===== config.mk =====
export PLATFORM = sky130hd
export DESIGN_NAME = dfw_decode_forward
export DESIGN_NICKNAME = d
export VERILOG_FILES = /design/src/rtl/dfw_pkg.sv /design/src/rtl/dfw_stage_hit.sv /design/src/rtl/dfw_prio.sv /design/src/rtl/dfw_operand_mux.sv /design/src/rtl/dfw_decode_forward.sv
export SDC_FILE = /design/constraint.sdc
export NUM_CORES = 1
export LEC_CHECK = 0
export BUFFER_PORTS_ARGS = -buffer_cell sky130_fd_sc_hd__buf_2
export CAP_MARGIN = 10
export CORE_AREA = 2 2 151 153
export DETAILED_ROUTE_END_ITERATION = 8
export DIE_AREA = 0 0 153 155
export SYNTH_ARGS = -nofsm -noshare
export SYNTH_HDL_FRONTEND = slang
export SYNTH_SLANG_ARGS = --single-unit

===== constraint.sdc =====
create_clock -name vclk -period 22.9
set_input_delay 3.435 -clock vclk [all_inputs]
set_output_delay 3.435 -clock vclk [all_outputs]
set_load 0.005 [all_outputs]

===== src/rtl/dfw_pkg.sv =====
// Shared types for the decode forwarding selector.
// Assumes at most five forwarding sources per consumer.
package dfw_pkg;

    // Source chosen for one operand; values equal the branch-space codes.
    typedef enum logic [2:0] {
        SRC_RF   = 3'd0,
        SRC_ALU  = 3'd1,
        SRC_EXM  = 3'd2,
        SRC_WB   = 3'd3,
        SRC_DMEM = 3'd4,
        SRC_WBLD = 3'd5
    } fwd_src_e;

    localparam int NUM_SRC   = 5;
    localparam int JALR_BASE = NUM_SRC;
    localparam int NUM_STG   = 3;
    localparam int STG_EX    = 0;
    localparam int STG_MEM   = 1;
    localparam int STG_WB    = 2;

endpackage


===== src/rtl/dfw_stage_hit.sv =====
// Compares one source index against one pipeline stage destination.
// Assumes index 0 is the hard-wired zero register and never forwards.
module dfw_stage_hit #(
    parameter int IDX_W = 5
) (
    input  logic [IDX_W-1:0] src_idx,
    input  logic [IDX_W-1:0] dst_idx,
    input  logic             wr_en,
    output logic             hit
);
    // Match only on a live write to the same nonzero register.
    always_comb begin
        hit = wr_en && (src_idx == dst_idx) && (src_idx != '0);
    end
endmodule


===== src/rtl/dfw_prio.sv =====
// Picks the forwarding source from per-stage hits, nearest stage first.
// Assumes hit/load bit 0 is execute, 1 is memory, 2 is write-back.
module dfw_prio
    import dfw_pkg::*;
(
    input  logic [NUM_STG-1:0] hit,
    input  logic [NUM_STG-1:0] load,
    output fwd_src_e           src
);
    // Priority chain; an execute load blocks forwarding entirely.
    always_comb begin
        if (hit[STG_EX]) begin
            src = load[STG_EX] ? SRC_RF : SRC_ALU;
        end else if (hit[STG_MEM]) begin
            src = load[STG_MEM] ? SRC_DMEM : SRC_EXM;
        end else if (hit[STG_WB]) begin
            src = load[STG_WB] ? SRC_WBLD : SRC_WB;
        end else begin
            src = SRC_RF;
        end
    end
endmodule


===== src/rtl/dfw_operand_mux.sv =====
// Selects one consumer operand from a select code.
// Codes BASE+1..BASE+NUM_SRC address this consumer; anything else uses the register file.
module dfw_operand_mux
    import dfw_pkg::*;
#(
    parameter int DATA_W = 32,
    parameter int SEL_W  = 4,
    parameter int BASE   = 0
) (
    input  logic [SEL_W-1:0]  code,
    input  logic [DATA_W-1:0] rf_val,
    input  logic [DATA_W-1:0] alu_live,
    input  logic [DATA_W-1:0] exm_alu,
    input  logic [DATA_W-1:0] wb_data,
    input  logic [DATA_W-1:0] dmem_data,
    output logic [DATA_W-1:0] dout
);
    localparam logic [SEL_W-1:0] C_ALU  = SEL_W'(BASE + 1);
    localparam logic [SEL_W-1:0] C_EXM  = SEL_W'(BASE + 2);
    localparam logic [SEL_W-1:0] C_WB   = SEL_W'(BASE + 3);
    localparam logic [SEL_W-1:0] C_DMEM = SEL_W'(BASE + 4);
    localparam logic [SEL_W-1:0] C_WBLD = SEL_W'(BASE + 5);

    // Decode the code into a data source; unknown codes fall back.
    always_comb begin
        unique case (code)
            C_ALU:         dout = alu_live;
            C_EXM:         dout = exm_alu;
            C_WB, C_WBLD:  dout = wb_data;
            C_DMEM:        dout = dmem_data;
            default:       dout = rf_val;
        endcase
    end
endmodule


===== src/rtl/dfw_decode_forward.sv =====
// Decode-stage forwarding selector for branch compare and indirect-jump target.
// Assumes stage inputs are from the pipeline registers in the same cycle;
// load-use stalls are handled by separate logic.
module dfw_decode_forward
    import dfw_pkg::*;
#(
    parameter int IDX_W  = 5,
    parameter int DATA_W = 32,
    parameter int SEL_W  = 4
) (
    input  logic [IDX_W-1:0]  rs1_idx,
    input  logic [IDX_W-1:0]  rs2_idx,
    input  logic              is_branch,
    input  logic [IDX_W-1:0]  ex_rd,
    input  logic              ex_we,
    input  logic              ex_load,
    input  logic [IDX_W-1:0]  mem_rd,
    input  logic              mem_we,
    input  logic              mem_load,
    input  logic [IDX_W-1:0]  wb_rd,
    input  logic              wb_we,
    input  logic              wb_load,
    input  logic [DATA_W-1:0] rf_rs1,
    input  logic [DATA_W-1:0] rf_rs2,
    input  logic [DATA_W-1:0] alu_live,
    input  logic [DATA_W-1:0] exm_alu,
    input  logic [DATA_W-1:0] wb_data,
    input  logic [DATA_W-1:0] dmem_data,
    input  logic [DATA_W-1:0] imm_i,
    output logic [SEL_W-1:0]  rs1_sel,
    output logic [SEL_W-1:0]  rs2_sel,
    output logic [DATA_W-1:0] cmp_a,
    output logic [DATA_W-1:0] cmp_b,
    output logic [DATA_W-1:0] jalr_base,
    output logic [DATA_W-1:0] jalr_sum
);
    localparam int NUM_OP = 2;

    logic [IDX_W-1:0]   stg_rd [NUM_STG];
    logic [NUM_STG-1:0] stg_we;
    logic [NUM_STG-1:0] stg_ld;
    logic [IDX_W-1:0]   op_idx [NUM_OP];
    fwd_src_e           op_src [NUM_OP];

    // Gather stage fields into indexable form.
    always_comb begin
        stg_rd[STG_EX]  = ex_rd;
        stg_rd[STG_MEM] = mem_rd;
        stg_rd[STG_WB]  = wb_rd;
        stg_we = {wb_we, mem_we, ex_we};
        stg_ld = {wb_load, mem_load, ex_load};
        op_idx[0] = rs1_idx;
        op_idx[1] = rs2_idx;
    end

    // One hit detector per operand and stage, then one priority picker per operand.
    for (genvar op = 0; op < NUM_OP; op++) begin : g_op
        logic [NUM_STG-1:0] hit;
        for (genvar s = 0; s < NUM_STG; s++) begin : g_stg
            dfw_stage_hit #(.IDX_W(IDX_W)) u_hit (
                .src_idx (op_idx[op]),
                .dst_idx (stg_rd[s]),
                .wr_en   (stg_we[s]),
                .hit     (hit[s])
            );
        end
        dfw_prio u_prio (
            .hit  (hit),
            .load (stg_ld),
            .src  (op_src[op])
        );
    end

    // Map sources into the shared code spaces.
    always_comb begin
        if (op_src[0] == SRC_RF) begin
            rs1_sel = '0;
        end else if (is_branch) begin
            rs1_sel = SEL_W'(op_src[0]);
        end else begin
            rs1_sel = SEL_W'(op_src[0]) + SEL_W'(JALR_BASE);
        end
        rs2_sel = is_branch ? SEL_W'(op_src[1]) : '0;
    end

    dfw_operand_mux #(.DATA_W(DATA_W), .SEL_W(SEL_W), .BASE(0)) u_mux_cmp_a (
        .code (rs1_sel), .rf_val (rf_rs1), .alu_live (alu_live), .exm_alu (exm_alu),
        .wb_data (wb_data), .dmem_data (dmem_data), .dout (cmp_a)
    );

    dfw_operand_mux #(.DATA_W(DATA_W), .SEL_W(SEL_W), .BASE(JALR_BASE)) u_mux_jalr (
        .code (rs1_sel), .rf_val (rf_rs1), .alu_live (alu_live), .exm_alu (exm_alu),
        .wb_data (wb_data), .dmem_data (dmem_data), .dout (jalr_base)
    );

    dfw_operand_mux #(.DATA_W(DATA_W), .SEL_W(SEL_W), .BASE(0)) u_mux_cmp_b (
        .code (rs2_sel), .rf_val (rf_rs2), .alu_live (alu_live), .exm_alu (exm_alu),
        .wb_data (wb_data), .dmem_data (dmem_data), .dout (cmp_b)
    );

    // Jump target adder; second operand is always the I-type immediate.
    always_comb begin
        jalr_sum = jalr_base + imm_i;
    end
endmodule


### Word-level counts from Yosys, hierarchy flattened

Index checks and enable logic that the tools add are counted.
W data, S select, Z words.

* eq/ne operators: 21
* add/sub/neg operators: 2
* muxes and demuxes: 15
* reduce and logical (&&, ||, !) cells: 18

Operator list (count)
* $pmux W32 S4: 3
* $add A32 B32 Y32: 1
* $eq A5 B5 Y1: 6
* $mux W3: 9
* $eq A4 B3 Y1 const B: 4
* $eq A4 B4 Y1 const B: 3
* $logic_and A1 B1 Y1: 12
* $reduce_bool A5 Y1: 2
* $eq A4 B2 Y1 const B: 2
* $mux W4: 2
* $eq A3 B2 Y1 const B: 2
* $eq A3 B3 Y1 const B: 2
* $reduce_or A2 Y1: 3
* $add A3 B3 Y4 const B: 1
* $eq A4 B1 Y1 const B: 1
* $eq A3 B1 Y1 const B: 1
* $logic_not A3 Y1: 1
* $mux W1: 1

* register bits: 0
* output and inout bits: 136

### Depth between registers and ports, before layout

* depth after elaboration: 13
* gate-level depth with buffers: 30
* gate-level depth less buffers: 26

### Hierarchy

A second synthesis with hierarchy kept.

* cell total of the unflattened synthesis: 1017
* area total of the unflattened synthesis: 7084.3 sq um

By module, submodules not included
* dfw_operand_mux at u_mux_cmp_a ...: sequential area each 0.0 sq um, cells an instance 253, area an instance 1724.2 sq um, times used 2
* dfw_decode_forward: sequential area each 0.0 sq um, cells an instance 249, area an instance 1796.7 sq um, times used 1
* dfw_operand_mux at u_mux_jalr: sequential area each 0.0 sq um, cells an instance 188, area an instance 1321.3 sq um, times used 1
* dfw_stage_hit: sequential area each 0.0 sq um, cells an instance 10, area an instance 70.1 sq um, times used 6
* dfw_prio: sequential area each 0.0 sq um, cells an instance 7, area an instance 48.8 sq um, times used 2

### Worst setup path after synthesis

Ideal clock, no wire load.

* path kind: input -> output
* start: in rs1_idx[2]
* end: out jalr_sum[30]
* data required time: 19.465 ns
* slack: 10.553 ns
* stages on the path: 29
* arrival: 8.912 ns
* path buffers: 4
* cell sequence: clkbuf_1 > xnor2_1 > nand4_1 > or3_1 > buf_4 > and3_1 > o21ai_0 > ha_1 > nand2_1 > a31oi_1 > or2_1 > inv_2 > a211o_1 > buf_2 > o21ai_1 > clkbuf_1 > a21oi_1 > ha_1 > fa_1 > a21o_1 > a21oi_1 > o21ai_0 > o2111ai_1 > a21boi_0 > a31oi_1 > o2111a_1 > o21bai_1 > a21oi_1 > xnor2_1

* word-level cells in the longest chain between the ends: 13

RTL lines
* start: declaration: RTL line dfw_decode_forward.sv:11 `input logic [IDX_W-1:0] rs1_idx,`
* $eq A5 B5 Y1: RTL line dfw_stage_hit.sv:13 `hit = wr_en && (src_idx == dst_idx) && (src_idx != '0);`
* $logic_and A1 B1 Y1 (2 in a row): RTL line dfw_stage_hit.sv:13
* $mux W3: RTL line dfw_prio.sv:16 `end else if (hit[STG_WB]) begin`
* $mux W3: RTL line dfw_prio.sv:14 `end else if (hit[STG_MEM]) begin`
* $mux W3 (*): RTL line dfw_prio.sv:12 `if (hit[STG_EX]) begin`
* $add A3 B3 Y4: RTL line dfw_decode_forward.sv:81 `rs1_sel = SEL_W'(op_src[0]) + SEL_W'(JALR_BASE);`
* $mux W4: RTL line dfw_decode_forward.sv:78 `end else if (is_branch) begin`
* $mux W4 (*): RTL line dfw_decode_forward.sv:76 `if (op_src[0] == SRC_RF) begin`
* via rs1_sel[3]: RTL line dfw_decode_forward.sv:30 `output logic [SEL_W-1:0] rs1_sel,`
* $eq A4 B4 Y1: RTL line dfw_operand_mux.sv:26 `unique case (code)`
* $reduce_or A2 Y1: RTL line dfw_operand_mux.sv:26
* $pmux W32 S4 (*): RTL line dfw_operand_mux.sv:26
* via jalr_base[0]: RTL line dfw_decode_forward.sv:34 `output logic [DATA_W-1:0] jalr_base,`
* $add A32 B32 Y32 (*): RTL line dfw_decode_forward.sv:103 `jalr_sum = jalr_base + imm_i;`
* end: declaration: RTL line dfw_decode_forward.sv:35 `output logic [DATA_W-1:0] jalr_sum`

Mark *: on every way through the listed nets, which the timed path passes. The rest lies on a longest branch.

### Worst setup path in the final report

* start: in rs1_idx[3]
* end: out jalr_sum[30]

* word-level cells in the longest chain between the ends: 13

RTL lines (RTL line)
* $eq A5 B5 Y1: dfw_stage_hit.sv:13
* $logic_and A1 B1 Y1 (2 in a row): dfw_stage_hit.sv:13
* $mux W3: dfw_prio.sv:16
* $mux W3: dfw_prio.sv:14
* $mux W3 (*): dfw_prio.sv:12
* $add A3 B3 Y4: dfw_decode_forward.sv:81
* $mux W4: dfw_decode_forward.sv:78
* $mux W4 (*): dfw_decode_forward.sv:76
* $eq A4 B4 Y1: dfw_operand_mux.sv:26
* $reduce_or A2 Y1: dfw_operand_mux.sv:26
* $pmux W32 S4 (*): dfw_operand_mux.sv:26
* $add A32 B32 Y32 (*): dfw_decode_forward.sv:103

Mark *: on every way between the ends. The rest lies on a longest branch, timed or not.

==> flow_metrics.tcl <==
set metrics [dict create \
    hold_class "input port to primary output" \
    start_util 0.240 \
    first_iter_violations 795 \
    leakagePower_nw 3.66 \
    fp.dieW_um 153 \
    drive_above_1_share 0.356 \
    cp.required_ps 19470 \
    yosysSeqAreaShare 0 \
    min_period_ps 14240 \
    synth_top_area_share 0.137 \
    fin_crit_sh 0.622 \
    yosysTopAreaCell "nand2_1" \
    seq_cells 0 \
    die_area_mm2 0.0237 \
    vdd_drop_max_uv 13.1 \
    dp_hpwl_um 25800 \
    first_pass_iters 5 \
    worstPathArrival_ps 10810 \
    gp_congestion 0.909 \
    relSlewSlack 0.332 \
    place_inst 1496 \
    wl_per_cell_um 22.6 \
    first_global_vias 8232 \
    track_usage 0.262 \
    synth-warning-count 0 \
    wirelength_um 33900 \
    fmax_mhz 70.2 \
    pwr_density_cell_mw_per_mm2 23.4 \
    yosys-top-cells-area "nand2_1, a21oi_1, xnor2_1, ha_1, a221o_1" \
    nets 1503 \
    synth_cell_types 65 \
    worst_slew_pin_slew_ps 999 \
    synth_nets 1161 \
    final.clkbuf_count 0 \
    finalSetupTns_ps 0 \
    cts_resized 0 \
    cap_violations 0 \
    antenna_found_initial 7 \
    cp-end-kind "primary output" \
    num_vias 8683 \
    hold_viol 0 \
    critical_path_class "input port to primary output" \
    seqCellArea_um2 0 \
    ioPinCount 392 \
    start_kind "input port" \
    core_area_mm2 0.0222 \
    syn_inst 871 \
    postSynthAreaPerCell_um2 6.12 \
    cp-startpoint "rs1_idx[3]" \
    n_fill_cell 2492 \
    grt_max_degree 63 \
    rsz0062_at_grt "no" \
    synth_area_mm2 0.00533 \
    viasPerCell 5.79 \
    rows 55 \
    grt_overflow 0 \
    hp-start "rf_rs1[17]" \
    multiInputGateArea_mm2 0.00513 \
    die_h_um 155 \
    post_cts_buffers 0 \
    synthToLayoutAreaGrowth_pct 43.1 \
    postRouteAntennaNets 0 \
    post-route-drc-count 0 \
    critPathMaxFanout 24 \
    slew_viol_final 0 \
    finalNonFillerCells 1500 \
    holdBufCountCts 0 \
    numPortBuffers 391 \
    grt_pass1_wl_um 49200 \
    setup_viol 0 \
    status "finished clean" \
]
## cell usage after synthesis, types with 8 or more instances
| master | count |
|---|---|
| o21ai_0 | 21 |
| xnor2_1 | 50 |
| nand2_1 | 194 |
| nor2_1 | 65 |
| a31oi_1 | 25 |
| a221o_1 | 32 |
| ha_1 | 33 |
| nand3_1 | 10 |
| a211oi_1 | 25 |
| inv_1 | 22 |
| a21o_1 | 8 |
| a21oi_1 | 103 |
| xor2_1 | 9 |
| clkbuf_1 | 55 |
| a2bb2oi_1 | 11 |
| a221oi_1 | 32 |
| o211ai_1 | 8 |
| a22oi_1 | 42 |
| a22o_1 | 23 |
| o22ai_1 | 12 |
## layer usage
layer  vias up  part of all wire  GRT usage
li1       3995                 -          -
met1      4030              0.41      0.344
met2       598              0.47      0.446
met3        58             0.094     0.0451
met4         2             0.024     0.0679
met5         -           0.00038          0
## final timing paths
check                      end  slack (ps)  cells past startpoint
setup / recovery  jalr_sum[30]        8660                     28
hold / removal       cmp_a[17]        7180                      3
## cell usage in the layout (no fill, tap or decap), types with 21 or more instances in the layout
cell,count
a211oi_1,25
a21oi_1,102
a221o_1,32
a221oi_1,32
a22o_1,23
a22oi_1,42
a31oi_1,25
buf_2,391
ha_1,33
inv_1,22
nand2_1,193
nor2_1,61
o21ai_0,21
xnor2_1,49
## power by group
part	total, mW	switching, mW	leakage [nW]	internal [mW]
clock network	0.0000000235	0	0.0000254	0.0000000235
registers	0	0	0	0
logic	0.179	0.100	3.66	0.0786
total	0.179	0.100	3.66	0.0786
## cell families (layout without fill, tap and decap cells)
kind of cell | count (synthesis) | after routing | synth area share
AOI/OAI and AO/OA | 367 | 367 | 0.487
and+or+nand+nor | 320 | 320 | 0.261
buffers and inverters | 86 | 426 | 0.0631
xor gates and xnor gates | 61 | 61 | 0.103
adders and majority gates | 34 | 34 | 0.0812
muxes | 2 | 2 | 0.00399
other | 1 | 5 | 0.000704
## through the flow
| step | total power, mW | setup WS, ps | utilization | cell area [um2] | hold slack [ps] |
|---|---|---|---|---|---|
| finish | 0.179 | 8660 | 0.343 | 7630 | 7180 |
| global route | 0.194 | 8200 | 0.343 | 7630 | 7200 |
| CTS | 0.177 | 8760 | 0.343 | 7620 | 7180 |
| detailed placement | 0.176 | 8760 | 0.343 | 7620 | 7180 |
| global placement | 0.175 | 8930 | 0.343 | 7620 | 7180 |
| floorplan | 0.0884 | 10550 | - | 5330 | 6990 |
## critical path, stage by stage
cell and delay (ps):
buf_2 140, or4_4 560, nor2_4 140, or3_1 280
and3_1 240, o21ai_0 130, ha_1 270, nand2_1 80
a31oi_1 90, or2_1 330, inv_2 200, nand3_1 280
nor3_2 690, buf_4 490, a221oi_1 150, a21oi_1 340
ha_1 350, a21o_1 190, a21oi_1 310, o21ai_0 160
o2111ai_1 150, a21boi_0 350, a31oi_1 580, o2111a_1 320
o21bai_1 80, a21oi_1 210, xnor2_1 130, buf_2 120
## area by class of cell
cell class | instances | share of cell area
Antenna cell | 4 | 0.00131
Inverter | 23 | 0.0113
Multi-Input combinational cell | 785 | 0.672
Tap cell | 285 | 0.0467
Timing Repair Buffer | 403 | 0.268
No activity file was read; power rests on OpenSTA's default activity.
